<file path="config.mk">
export PLATFORM = sky130hd
export DESIGN_NAME = nibble_gpio_bank
export DESIGN_NICKNAME = d
export VERILOG_FILES = /design/src/rtl/gpio_bank_pkg.sv /design/src/rtl/gpio_ctrl.sv /design/src/rtl/gpio_datapath.sv /design/src/rtl/nibble_gpio_bank.sv
export SDC_FILE = /design/constraint.sdc
export NUM_CORES = 1
export LEC_CHECK = 0
export BUFFER_PORTS_ARGS = -buffer_cell sky130_fd_sc_hd__buf_2
export CAP_MARGIN = 20
export CORE_MARGIN = 4
export CORE_UTILIZATION = 54
export DETAILED_ROUTE_END_ITERATION = 10
export PLACE_DENSITY = 0.82
export SLEW_MARGIN = 20
export SYNTH_ARGS = -nofsm -noshare
export SYNTH_HDL_FRONTEND = slang
export SYNTH_SLANG_ARGS = --single-unit
</file>
<file path="constraint.sdc">
create_clock -name clk -period 9.73 [get_ports clk]
set_clock_uncertainty 0.2 [all_clocks]
set_input_delay 2.4325 -clock clk [delete_from_list [all_inputs] [get_ports clk]]
set_output_delay 2.4325 -clock clk [all_outputs]
set_load 0.01 [all_outputs]
</file>
<file path="src/rtl/gpio_bank_pkg.sv">
package gpio_bank_pkg;
  localparam int NUM_PORTS   = 5;
  localparam int PORT_W      = 4;
  localparam int ADDR_W      = 12;
  localparam int PIN_W       = NUM_PORTS * PORT_W;
  localparam int PORT_IDX_W  = $clog2(NUM_PORTS);
  localparam int PORT_STRIDE = 4;
  localparam int ANA_PORT    = NUM_PORTS - 1;

  localparam logic [ADDR_W-1:0] DATA_BASE = 12'hF42;
  localparam logic [ADDR_W-1:0] PULL_ADDR = 12'hF40;
  localparam logic [ADDR_W-1:0] ANA_ADDR  = 12'hFD1;

  typedef enum logic [2:0] {
    RD_NONE,
    RD_DATA,
    RD_DIR,
    RD_PULL,
    RD_ANA
  } rdSrc_e;

  typedef struct packed {
    logic [NUM_PORTS-1:0]  dataWe;
    logic [NUM_PORTS-1:0]  dirWe;
    logic                  pullWe;
    logic                  anaWe;
    rdSrc_e                rdSrc;
    logic [PORT_IDX_W-1:0] rdPort;
  } regStrobe_t;
endpackage

</file>
<file path="src/rtl/gpio_ctrl.sv">
module gpio_ctrl
  import gpio_bank_pkg::*;
(
  input  logic              clk,
  input  logic              rstN,
  input  logic [ADDR_W-1:0] busAddr,
  input  logic              busWe,
  output regStrobe_t        strobe
);

  always_comb begin
    strobe        = '0;
    strobe.rdSrc  = RD_NONE;
    for (int p = 0; p < NUM_PORTS; p++) begin
      if (busAddr == DATA_BASE + ADDR_W'(p * PORT_STRIDE)) begin
        strobe.rdSrc     = RD_DATA;
        strobe.rdPort    = PORT_IDX_W'(p);
        strobe.dataWe[p] = busWe;
      end else if (busAddr == DATA_BASE + ADDR_W'(p * PORT_STRIDE) - ADDR_W'(1)) begin
        strobe.rdSrc    = RD_DIR;
        strobe.rdPort   = PORT_IDX_W'(p);
        strobe.dirWe[p] = busWe;
      end
    end
    if (busAddr == PULL_ADDR) begin
      strobe.rdSrc  = RD_PULL;
      strobe.pullWe = busWe;
    end
    if (busAddr == ANA_ADDR) begin
      strobe.rdSrc = RD_ANA;
      strobe.anaWe = busWe;
    end
  end

  AST_ONE_STROBE: assert property (@(posedge clk) disable iff (!rstN)
    $onehot0({strobe.dataWe, strobe.dirWe, strobe.pullWe, strobe.anaWe}));

  AST_UNMAPPED_NO_WRITE: assert property (@(posedge clk) disable iff (!rstN)
    (strobe.rdSrc == RD_NONE) |->
      ({strobe.dataWe, strobe.dirWe, strobe.pullWe, strobe.anaWe} == '0));

endmodule

</file>
<file path="src/rtl/gpio_datapath.sv">
module gpio_datapath
  import gpio_bank_pkg::*;
(
  input  logic                 clk,
  input  logic                 rstN,
  input  regStrobe_t           strobe,
  input  logic [PORT_W-1:0]    busWdata,
  input  logic [PIN_W-1:0]     pinIn,
  input  logic [NUM_PORTS-1:0] periphOwn,
  output logic [PORT_W-1:0]    busRdata,
  output logic [PIN_W-1:0]     pinOut,
  output logic [PIN_W-1:0]     pinOe,
  output logic [PIN_W-1:0]     pinPullUp,
  output logic [PORT_W-1:0]    anaSel
);

  logic [NUM_PORTS-1:0][PORT_W-1:0] dataLat;
  logic [NUM_PORTS-1:0][PORT_W-1:0] dirReg;
  logic [NUM_PORTS-1:0][PORT_W-1:0] readVal;
  logic [NUM_PORTS-1:0][PORT_W-1:0] takenPin;
  logic                             pullReg;
  logic [PORT_W-1:0]                anaReg;

  always_ff @(posedge clk) begin
    if (!rstN) begin
      pullReg <= 1'b0;
      anaReg  <= '0;
    end else begin
      if (strobe.pullWe) pullReg <= busWdata[0];
      if (strobe.anaWe)  anaReg  <= busWdata;
    end
  end

  assign anaSel = anaReg;

  for (genvar p = 0; p < NUM_PORTS; p++) begin : g_port
    always_ff @(posedge clk) begin
      if (!rstN) begin
        dataLat[p] <= '0;
        dirReg[p]  <= '0;
      end else begin
        if (strobe.dataWe[p]) dataLat[p] <= busWdata;
        if (strobe.dirWe[p])  dirReg[p]  <= busWdata;
      end
    end

    if (p == ANA_PORT) begin : g_ana
      assign takenPin[p] = {PORT_W{periphOwn[p]}} | anaReg;
    end else begin : g_dig
      assign takenPin[p] = {PORT_W{periphOwn[p]}};
    end

    for (genvar n = 0; n < PORT_W; n++) begin : g_pin
      localparam int PIN = p * PORT_W + n;
      assign pinOe[PIN]  = dirReg[p][n] & ~takenPin[p][n];
      assign pinOut[PIN] = dataLat[p][n] & ~takenPin[p][n];
      assign readVal[p][n] = (takenPin[p][n] | dirReg[p][n]) ? dataLat[p][n] : pinIn[PIN];
      if (p == ANA_PORT) begin : g_nopull
        assign pinPullUp[PIN] = 1'b0;
      end else begin : g_pull
        assign pinPullUp[PIN] = pullReg & ~dirReg[p][n] & ~takenPin[p][n];
      end
    end

    AST_DATA_WRITE_LANDS: assert property (@(posedge clk) disable iff (!rstN)
      strobe.dataWe[p] |=> (dataLat[p] == $past(busWdata)));

    AST_OWNED_QUIET: assert property (@(posedge clk) disable iff (!rstN)
      periphOwn[p] |-> (pinOe[p*PORT_W +: PORT_W] == '0 &&
                        pinPullUp[p*PORT_W +: PORT_W] == '0));
  end

  always_comb begin
    busRdata = '0;
    case (strobe.rdSrc)
      RD_DATA: busRdata = readVal[strobe.rdPort];
      RD_DIR:  busRdata = dirReg[strobe.rdPort];
      RD_PULL: busRdata = {{(PORT_W-1){1'b0}}, pullReg};
      RD_ANA:  busRdata = anaReg;
      default: busRdata = '0;
    endcase
  end

  AST_ANA_NO_DRIVE: assert property (@(posedge clk) disable iff (!rstN)
    (anaSel & pinOe[ANA_PORT*PORT_W +: PORT_W]) == '0);

  AST_NO_PULL_LAST: assert property (@(posedge clk) disable iff (!rstN)
    pinPullUp[ANA_PORT*PORT_W +: PORT_W] == '0);

  AST_PULL_NOT_OUT: assert property (@(posedge clk) disable iff (!rstN)
    (pinPullUp & pinOe) == '0);

endmodule

</file>
<file path="src/rtl/nibble_gpio_bank.sv">
module nibble_gpio_bank
  import gpio_bank_pkg::*;
(
  input  logic                 clk,
  input  logic                 rstN,
  input  logic [ADDR_W-1:0]    busAddr,
  input  logic [PORT_W-1:0]    busWdata,
  input  logic                 busWe,
  output logic [PORT_W-1:0]    busRdata,
  input  logic [PIN_W-1:0]     pinIn,
  input  logic [NUM_PORTS-1:0] periphOwn,
  output logic [PIN_W-1:0]     pinOut,
  output logic [PIN_W-1:0]     pinOe,
  output logic [PIN_W-1:0]     pinPullUp,
  output logic [PORT_W-1:0]    anaSel
);

  regStrobe_t strobe;

  gpio_ctrl u_ctrl (
    .clk     (clk),
    .rstN    (rstN),
    .busAddr (busAddr),
    .busWe   (busWe),
    .strobe  (strobe)
  );

  gpio_datapath u_datapath (
    .clk       (clk),
    .rstN      (rstN),
    .strobe    (strobe),
    .busWdata  (busWdata),
    .pinIn     (pinIn),
    .periphOwn (periphOwn),
    .busRdata  (busRdata),
    .pinOut    (pinOut),
    .pinOe     (pinOe),
    .pinPullUp (pinPullUp),
    .anaSel    (anaSel)
  );

endmodule

</file>
==> summary.md, run 1 <==
| Metric | Value |
|---|---|
| Data arrival time of the worst path | roughly 4400 ps |
| Largest net degree at the start of global routing | 46 |
| CTS sink cnt | 45 |
| First-pass DRT Iterations | 5 |
| First-pass GRT wire length | approximately 15000 µm |
| Starting Density | 0.554 |
| CP delay by family, top | simple AND/OR/NAND/NOR gates |
| Initial antenna violation count | 0 |
| Period utilisation layout | 0.726 |
| Top FF cell, synth | dfxtp_1 |
| GR Overflow Total | 0 |
| CP cell instances | buf_2 -> nand4b_1 -> or4_1 -> mux2i_1 -> o22ai_1 -> a221o_1 -> buf_2 |
| Die span in x | approximately 83 µm |
| Run status | finished, final reports clean |
| CTS clock-pin slew for the worst setup and hold paths | approximately 80 ps |
| Clk_lat worst skew | about 300 ps |
| Layout Utilization | 0.667 |
| FF+latch count, synth | 45 |
| Worst Reg-to-Reg Cells | 2 |
| Post-CTS setup buffers | 0 |
| Placed wire-length estimate | 6940 µm |
| Drt total wl | slightly above 9000 µm |
| Final Hold Viols | 0 |
| Syn Inst Count | roughly 380 |
| Initial DRC Count | 210 |
| Synth unique cells | 44 |
| Avg Cell Area, Syn | roughly 8.1 µm² |
| Max Root-Sink Buffers | 2 |
| Maximum fanout along the worst path | 10 |
| Core Region | 5470 µm² |
| Setup Viol. Count Final | 0 |
| Place WS | around 2700 ps |
| Leakage power | approximately 1.8 nW |
| Vias in the first global route | 2921 |
| Area growth, synth to finish | 20.3% |
| Antenna Nets Post-Route | 0 |
| Ys Warns | 0 |
| CP Class | in -> out |
| Mapped Area | about 3000 µm² |
| GR Util All Layers | 0.263 |
| Post-synth EDFFs | 0 |
| Fmax achieved | roughly 140 MHz |
| Sequential area share after synthesis | 0.297 |
| Share of cells above drive strength 1 | 0.266 |
| Min Clock Period, post-route | 7060 ps |
| Final Max Slew Viols | 0 |
| Worst Path Required | 7100 ps |
| WHS Endpoint | u_datapath.dataLat[3] |
| RSZ-0062 raised after global routing | false |
| Rows | 27 |
| Pwr per Cell Area | 97.5 nW/µm² |
| Critical-path top delay cell | or4_1 |
| Die Ht | 82.9 µm |
| Clock H-tree levels | 2 |
| Ys async rst share | 0 |
| Die area | roughly 6900 µm² |
| R2R Path End | u_datapath.dirReg[3] |
| Max stage delay on crit path | approximately 800 ps |
| CTS Buf Count | 5 |
| Hold buffers post-CTS | 0 |
| Hold Crit Start | u_datapath.dataLat[3] |
| Worst hold path cell count | 2 |
| Max_cap viols | 0 |
| Worst IR drop on VDD | 0.0000737 V |
| Drt via density | approximately 5.6 |
| Crit path capture type | primary output |
| Setup TNS | 0 ps |
| Worst-margin pin slew | between 700 and 800 ps |
| Crit path top cell by count | buf_2 |
| Routed wire length per instance | between 15 and 20 µm |
| Flop2flop setup slack | between 8000 and 9000 ps |
| RR Startpoint | u_datapath.dirReg[3] |
| Ant diodes | 0 |
| Global placer's final weighted congestion | between 0.9 and 1 |
| # fillers | roughly 480 |
| CP Launch Type | primary input |
| Hold Path Class | reg -> reg |
| Root Driver | clkbuf_8 |
| IO Pins | between 100 and 150 |
| Nets@finish | 510 |
| Port Buffers | 107 |
| CTS tree | done |
| Slew margin rel. | 0.512 |
| Drt drc | 0 |
| Buf/Inv on CP | 2 |
| Setup WS post-layout | between 2000 and 3000 ps |
| DR vias | a little over 3000 |
| Cts repair resizes | 0 |
==> layout by cell type (no fill, tap or decap), types with 3 or more instances in the layout <==
cell      synthesis  layout
a21boi_0         12      12
a21oi_1           5       5
a22oi_1           3       3
buf_2             1     107
clkbuf_8          0       7
conb_1            1       4
dfxtp_1          45      45
mux2_2            5       5
mux2i_1          57      57
nand2_1          25      25
nand2b_1          6       6
nand3_1          18      18
nand4_1           7       7
nor2_1           45      45
nor2b_1          66      66
nor3_1            5       5
nor3b_1           8       8
o21ai_0           6       6
==> worst min-delay path: stages (launching register included) <==
cell and delay (ps):
dfxtp_1 320, nand2_1 50, a21boi_0 60
==> sequential cells by signal, summed over array words and instances (netlist names) <==
name and cells:
u_datapath.dataLat 20, u_datapath.dirReg 20, u_datapath.pullReg 1, u_datapath.anaSel 4
==> per-stage QoR <==
step,hold WS [ps],total power [W],instances,cell area [µm²]
final,276,0.000356,539,3650
after global routing,300,0.000370,539,3650
after global placement,262,0.000232,531,3550
after detailed placement,266,0.000232,531,3550
after floorplan,251,0.000216,378,3040
after CTS,278,0.000356,539,3650
==> worst max path at each step <==
stage | endpoint | slack (ps) | start | depth (start not counted)
after detailed placement | busRdata[3] | 2680 | busAddr[5] | 7
after global placement | busRdata[1] | 2700 | busAddr[5] | 7
final | busRdata[1] | 2670 | busAddr[5] | 7
after floorplan | busRdata[2] | 3150 | busAddr[2] | 8
after global routing | busRdata[3] | 2550 | busAddr[5] | 7
after CTS | busRdata[3] | 2680 | busAddr[5] | 7
==> power by group <==
group	internal [W]	total [W]	switching [W]	leakage [nW]
sequential	0.000184	0.000184	0.0000000232	0.362
combinational	0.0000174	0.0000443	0.0000268	1.39
clock	0.0000642	0.000128	0.0000634	0.0542
total	0.000266	0.000356	0.0000902	1.81
==> area by class of cell <==
type / instances / area (µm²) / area share
clock buffers: 7 / 96.3 / 0.0264
clock inverters: 1 / 5.00 / 0.00137
inverters: 1 / 3.75 / 0.00103
multi-input cells: 306 / 2020 / 0.553
flip-flops and latches: 45 / 901 / 0.247
well taps: 72 / 90.1 / 0.0247
repair buffers: 107 / 536 / 0.147
==> cell families after synthesis <==
logic type                synth area share
xor gates and xnor gates           0.00536
DFF                                  0.297
muxes                                0.210
other                              0.00124
buffers and inverters               0.0413
AOI/OAI and AO/OA                   0.0883
and+or+nand+nor                      0.356
==> routing by layer <==
| metal | track usage | wire length, µm | vias to the layer above |
|---|---|---|---|
| li1 | - | - | 1475 |
| met1 | 0.341 | 4110 | 1405 |
| met2 | 0.434 | 4230 | 128 |
| met3 | 0.0506 | 588 | 17 |
| met4 | 0.0906 | 204 | 0 |
| met5 | 0 | 0 | - |
==> synth_stat cells (2+ instances only) <==
library cell / n / area share
nor2b_1: 66 / 0.14
a21boi_0: 12 / 0.030
mux2i_1: 57 / 0.19
o22ai_1: 2 / 0.0041
or3_1: 2 / 0.0041
nand3_1: 18 / 0.030
clkbuf_1: 20 / 0.025
nor3_1: 5 / 0.0082
nand2b_1: 6 / 0.012
nor3b_1: 8 / 0.020
nand2_1: 25 / 0.031
a21oi_1: 5 / 0.0082
a22oi_1: 3 / 0.0074
a221o_1: 2 / 0.0066
nor2_1: 45 / 0.056
and3_1: 2 / 0.0041
o21ai_1: 2 / 0.0033
nor4_1: 2 / 0.0041
or4_1: 2 / 0.0049
nand4b_1: 2 / 0.0058
mux2_2: 5 / 0.019
nand4_1: 7 / 0.014
buf_4: 4 / 0.0099
nor3b_2: 2 / 0.0082
dfxtp_1: 45 / 0.30
o211ai_1: 2 / 0.0049
and4_1: 2 / 0.0058
o21ai_0: 6 / 0.0099
(Power assumes the default switching activity.)
==> run 2, diff against run 1 <==
--- a/config.mk
+++ b/config.mk
@@ -8,9 +8,9 @@
 export BUFFER_PORTS_ARGS = -buffer_cell sky130_fd_sc_hd__buf_2
 export CAP_MARGIN = 20
 export CORE_MARGIN = 4
-export CORE_UTILIZATION = 54
+export CORE_UTILIZATION = 45
 export DETAILED_ROUTE_END_ITERATION = 10
-export PLACE_DENSITY = 0.82
+export PLACE_DENSITY = 0.73
 export SLEW_MARGIN = 20
 export SYNTH_ARGS = -nofsm -noshare
 export SYNTH_HDL_FRONTEND = slang
==> constraint.sdc (replaced) <==
create_clock -name clk -period 6.3 [get_ports clk]
set_clock_uncertainty 0.2 [all_clocks]
set_input_delay 1.575 -clock clk [delete_from_list [all_inputs] [get_ports clk]]
set_output_delay 1.575 -clock clk [all_outputs]
set_load 0.01 [all_outputs]
==> summary.md, run 2 (synthesized netlist as in run 1, its figures left out) <==
| Metric | Value |
|---|---|
| Run status | finished, final reports clean |
| Drt via density | 5.51 (-1.8%) |
| Data arrival time of the worst path | 3600 ps (-830 ps) |
| Drt drc | 0 (unchanged) |
| Slew margin rel. | 0.577 (+0.0652) |
| Global placer's final weighted congestion | 0.901 (-7.4%) |
| Nets@finish | 512 (+0.39%) |
| Core Region | 6460 µm² (+18%) |
| Ant diodes | 0 (unchanged) |
| Placed wire-length estimate | 7140 µm (+2.9%) |
| Hold buffers post-CTS | 0 (unchanged) |
| Area growth, synth to finish | 20.4% (about the same) |
| Leakage power | 1.81 nW (about the same) |
| Max Root-Sink Buffers | 2 (unchanged) |
| Routed wire length per instance | 17.2 µm (+1.4%) |
| Min Clock Period, post-route | roughly 5400 ps |
| Maximum fanout along the worst path | 10 (unchanged) |
| CTS sink cnt | 45 (unchanged) |
| Setup TNS | 0 ps (unchanged) |
| Die area | 8120 µm² (+18%) |
| Period utilisation layout | 0.853 |
| Root Driver | clkbuf_8 |
| Crit path capture type | primary output |
| Clk_lat worst skew | 290 ps (about the same) |
| CP Launch Type | primary input |
| Final Hold Viols | 0 (unchanged) |
| Max_cap viols | 0 (unchanged) |
| IO Pins | 112 (unchanged) |
| Die span in x | 90.1 µm (+8.6%) |
| Most frequent cells in the layout | 107 x buf_2, 66 x nor2b_1, 57 x mux2i_1 |
| Most common cell after layout, fill and taps aside | buf_2 |
| Initial DRC Count | 171 (-19%) |
| RSZ-0062 raised after global routing | false |
| Vias in the first global route | 2941 (+0.68%) |
| Worst-margin pin slew | 634 ps (-96.3 ps) |
| Worst hold slack | 290 ps (+13.7 ps) |
| CP Class | in -> out |
| Fmax achieved | between 150 and 200 MHz |
| GR Overflow Total | 0 (unchanged) |
| Setup Viol. Count Final | 0 (unchanged) |
| Pwr per Cell Area | 145 nW/µm² (+49%) |
| Initial antenna violation count | 0 (unchanged) |
| CTS tree | done |
| DR vias | 3008 (-0.56%) |
| First-pass DRT Iterations | 4 (-1) |
| Worst IR drop on VDD | 0.0000838 V (+14%) |
| Drt total wl | 9380 µm (+2.7%) |
| Starting Density | 0.470 (-0.0846) |
| Share of cells above drive strength 1 | 0.267 (+0.00100) |
| Worst Path Required | 4530 ps (-2570 ps) |
| Final Max Slew Viols | 0 (unchanged) |
| Port Buffers | 107 (unchanged) |
| Cts repair resizes | 0 (unchanged) |
| First-pass GRT wire length | 15200 µm (+2.8%) |
| GR Util All Layers | 0.229 (-0.0340) |
| Post-CTS setup buffers | 0 (unchanged) |
| Rows | 29 (+7.4%) |
| CTS clock-pin slew for the worst setup and hold paths | 90 ps (about the same) |
| Largest net degree at the start of global routing | 46 (unchanged) |
| Antenna Nets Post-Route | 0 (unchanged) |
| Die Ht | 90.1 µm (+8.6%) |
| Clock H-tree levels | 2 (unchanged) |
| Hold Path Class | reg -> reg |
| CTS Buf Count | 5 (unchanged) |
-- run 2: changes by cell type in the layout (fill, tap and decap cells not counted), sizes merged --
cell,previous run,this run
buf,107,109
clkbuf,7,6
clkinv,1,2
-- run 2: area by class of cell --
cell class	count	area (µm²)
Clock buffer	6	72.6
Timing Repair Buffer	109	551
Fill cell	622	2810
Multi-Input combinational cell	306	2020
Tap cell	77	96.3
Clock inverter	2	10.0
Sequential cell	45	901
Inverter	1	3.75
-- run 2: routing by layer --
layer  track usage  vias to the layer above  share of wire
met5             0                        -              0
met4        0.0778                        0          0.017
met3        0.0409                       14          0.067
met2         0.379                      116           0.48
met1         0.299                     1398           0.44
li1              -                     1480              -
-- run 2: power breakdown --
part | leakage [nW] | internal (W) | switching (W)
sequential | 0.362 | 0.000284 | 0.0000000358
clock | 0.0450 | 0.0000771 | 0.0000988
combinational | 1.40 | 0.0000273 | 0.0000416
total | 1.81 | 0.000389 | 0.000140
-- run 2: final timing paths --
check,start,end,slack [ps],cells after the start
worst min register to register,u_datapath.dataLat[3],u_datapath.dataLat[3],290,2
worst max register to register,u_datapath.pullReg,u_datapath.pullReg,5280,2
worst min-delay path,u_datapath.dataLat[3],u_datapath.dataLat[3],290,2
worst max-delay path,busAddr[5],busRdata[1],930,7
-- run 2: critical path, cell delays in order --
cell      delay, ps
buf_2            90
nand4b_1        320
or4_1           820
mux2i_1         220
o22ai_1          80
a221o_1         340
buf_2           140
-- run 2: stage by stage --
stage	cells	setup WS (ps)	util	instance area [µm²]	power [W]
after floorplan	378	1440	-	3040	0.000334
after global placement	538	984	0.553	3570	0.000358
after detailed placement	538	975	0.553	3570	0.000359
after CTS	546	970	0.565	3650	0.000530
after global routing	546	820	0.565	3650	0.000547
final	546	929	0.565	3650	0.000529
==> run 3, diff against run 2 <==
--- a/config.mk
+++ b/config.mk
@@ -5,6 +5,7 @@
 export SDC_FILE = /design/constraint.sdc
 export NUM_CORES = 1
 export LEC_CHECK = 0
+export ABC_AREA = 1
 export BUFFER_PORTS_ARGS = -buffer_cell sky130_fd_sc_hd__buf_2
 export CAP_MARGIN = 20
 export CORE_MARGIN = 4
==> summary.md, run 3 <==
| Metric | Value |
|---|---|
| Ys Warns | 0 (unchanged) |
| Min Clock Period, post-route | 5120 ps (-252 ps) |
| First-pass DRT Iterations | 5 (+1) |
| Post-synth top cells | 90 x nor2_1, 73 x inv_1, 65 x nand2_1 |
| Setup Viol. Count Final | 0 (unchanged) |
| Leakage power | 1.88 nW (+3.8%) |
| Area growth, synth to finish | 20.1% |
| Post-synth top area share | 0.294 (-0.00303) |
| Worst-margin pin slew | 601 ps (-32.8 ps) |
| Post-synth EDFFs | 0 (unchanged) |
| Crit path capture type | primary output |
| Port Buffers | 107 (unchanged) |
| Post-CTS setup buffers | 0 (unchanged) |
| Setup WS post-layout | 1180 ps (+252 ps) |
| Die span in x | 90.5 µm (+0.47%) |
| Initial antenna violation count | 0 (unchanged) |
| Mapped Area | 3060 µm² (+1.0%) |
| Grt met1 use | 0.310 (+0.0110) |
| Clk_lat worst skew | 300 ps (about the same) |
| Avg Cell Area, Syn | 6.10 µm² (-25%) |
| GR Util All Layers | 0.222 (-0.00618) |
| Routed wire length per instance | 13.7 µm (-20%) |
| Final Max Slew Viols | 0 (unchanged) |
| # fillers | 671 (+7.9%) |
| Period utilisation layout | 0.813 (-0.0400) |
| Fin area | 3680 µm² (+0.75%) |
| Cell Area, Placed | 3580 µm² (+0.25%) |
| Hold buffers post-CTS | 0 (unchanged) |
| Cell with the most instances after synthesis | nor2_1 |
| Die Ht | 90.5 µm (+0.47%) |
| Drt via density | 5.15 (-6.5%) |
| Starting Density | 0.472 (+0.00219) |
| FF+latch count, synth | 45 (unchanged) |
| Ant diodes | 0 (unchanged) |
| Clock H-tree levels | 2 (unchanged) |
| Ys async rst share | 0 (unchanged) |
| Max_cap viols | 0 (unchanged) |
| Top FF cell, synth | dfxtp_1 |
| Max Root-Sink Buffers | 2 (unchanged) |
| Synth unique cells | 31 (-30%) |
| RSZ-0062 raised after global routing | false |
| First-pass GRT wire length | 15200 µm (about the same) |
| Met2 Resource Use GR | 0.353 (-0.0263) |
| Syn Inst Count | 502 (+34%) |
| GR Util met3 | 0.0500 (+0.00910) |
| Drt total wl | 9230 µm (-1.6%) |
| Fmax achieved | 195 MHz (+4.9%) |
| CP Launch Type | primary input |
| CP Class | in -> out |
| Rows | 29 (unchanged) |
| Drt drc | 0 (unchanged) |
| Critical-path top delay cell | o21ai_2 |
| CP cell instances | buf_2 -> inv_1 -> nand2_2 -> nor2_1 -> o21ai_2 -> nand2_4 -> nand2_1 -> nand3_1 -> nand2_1 -> nand2_1 -> nand2_1 -> nand3_1 -> buf_2 |
| Worst Path Required | 4530 ps (about the same) |
| Worst IR drop on VDD | 0.0000996 V (+19%) |
| GR peak layer | met2 |
| CTS tree | done |
| CTS sink cnt | 45 (unchanged) |
| Placed wire-length estimate | 7170 µm (+0.33%) |
| Initial DRC Count | 192 (+12%) |
| GR Overflow Total | 0 (unchanged) |
| Vias in the first global route | 3126 (+6.3%) |
| Pwr per Cell Area | 148 nW/µm² (+2.5%) |
| CTS Buf Count | 5 (unchanged) |
| Final Hold Viols | 0 (unchanged) |
| Run status | finished, final reports clean |
| Die area | 8190 µm² (+0.95%) |
| Total power | 0.000546 W (+3.2%) |
| Antenna Nets Post-Route | 0 (unchanged) |
| Place WS | 1190 ps (+219 ps) |
| Data arrival time of the worst path | 3340 ps (-260 ps) |
| CP delay by family, top | simple AND/OR/NAND/NOR gates |
| IO Pins | 112 (unchanged) |
| Sequential area share after synthesis | 0.294 (-0.00303) |
| Dominant cell type by area after synthesis | dfxtp_1 |
| Core Region | 6490 µm² (+0.56%) |
| Slew margin rel. | 0.599 (+0.0218) |
| Share of cells above drive strength 1 | 0.228 (-0.0383) |
| Cts repair resizes | 0 (unchanged) |
| Crit path top cell by count | nand2_1 |
| Setup TNS | 0 ps (unchanged) |
| Maximum fanout along the worst path | 17 (+7) |
| CTS clock-pin slew for the worst setup and hold paths | 80 ps (about the same) |
| Nets@finish | 639 (+25%) |
| Most frequent cells in the layout | 107 x buf_2, 90 x nor2_1, 73 x inv_1 |
| Global placer's final weighted congestion | 0.960 (+6.6%) |
| Hold Path Class | reg -> reg |
| Buf/Inv on CP | 3 (+1) |
| Area contributors post-synth | dfxtp_1 29%, nor2_1 11%, a21oi_1 9.3%, inv_1 8.9%, nand2_1 8.0% |
| Root Driver | clkbuf_8 |
| DR vias | 3465 (+15%) |
| Largest net degree at the start of global routing | 42 (-8.7%) |
| Max stage delay on crit path | 480 ps (-340 ps) |
| Most common cell after layout, fill and taps aside | buf_2 |
## run 3: cell families after synthesis
logic type             Yosys count  share of synthesized area
and+or+nand+nor                239                      0.360
AOI/OAI and AO/OA              117                      0.209
buffers and inverters          100                      0.136
DFF                             45                      0.294
other                            1                    0.00122
## run 3: worst min-delay path, delay by kind of cell, from the launching register on
| kind | cells | cell delay, ps |
|---|---|---|
| compound gates | 1 | 40 |
| simple gates | 1 | 90 |
| flops | 1 | 310 |
## run 3: worst paths after layout
kind / startpoint / to / slack (ps) / depth (start not counted)
setup reg to reg: u_datapath.pullReg / u_datapath.pullReg / 4860 / 2
setup / recovery: busAddr[3] / busRdata[3] / 1180 / 13
hold / removal: u_datapath.dataLat[13] / u_datapath.dataLat[13] / 290 / 2
hold reg to reg: u_datapath.dataLat[13] / u_datapath.dataLat[13] / 290 / 2
## run 3: power by group
group	switching (W)	leakage [nW]	internal, W
logic	0.0000441	1.46	0.0000208
registers	0.0000000520	0.362	0.000284
clock network	0.0000977	0.0542	0.0000992
## run 3: final cells by class
type / count / area [µm²] / area share
Clock buffer: 7 / 96.3 / 0.0262
Timing Repair Buffer: 107 / 536 / 0.146
Sequential cell: 45 / 901 / 0.245
Clock inverter: 1 / 5.00 / 0.00136
Inverter: 76 / 288 / 0.0782
Multi-Input combinational cell: 360 / 1760 / 0.478
Tap cell: 77 / 96.3 / 0.0262
## run 3: per-layer routing
layer | vias to the layer above | part of all wire
met4 | 0 | 0.0031
met2 | 125 | 0.46
met5 | - | 0
li1 | 1808 | -
met3 | 2 | 0.065
met1 | 1530 | 0.48
## run 3: through the flow
step	hold slack (ps)	cells	util
after floorplan	271	505	-
after global placement	281	665	0.551
after detailed placement	287	665	0.551
after CTS	298	673	0.567
after global routing	332	673	0.567
final	293	673	0.567
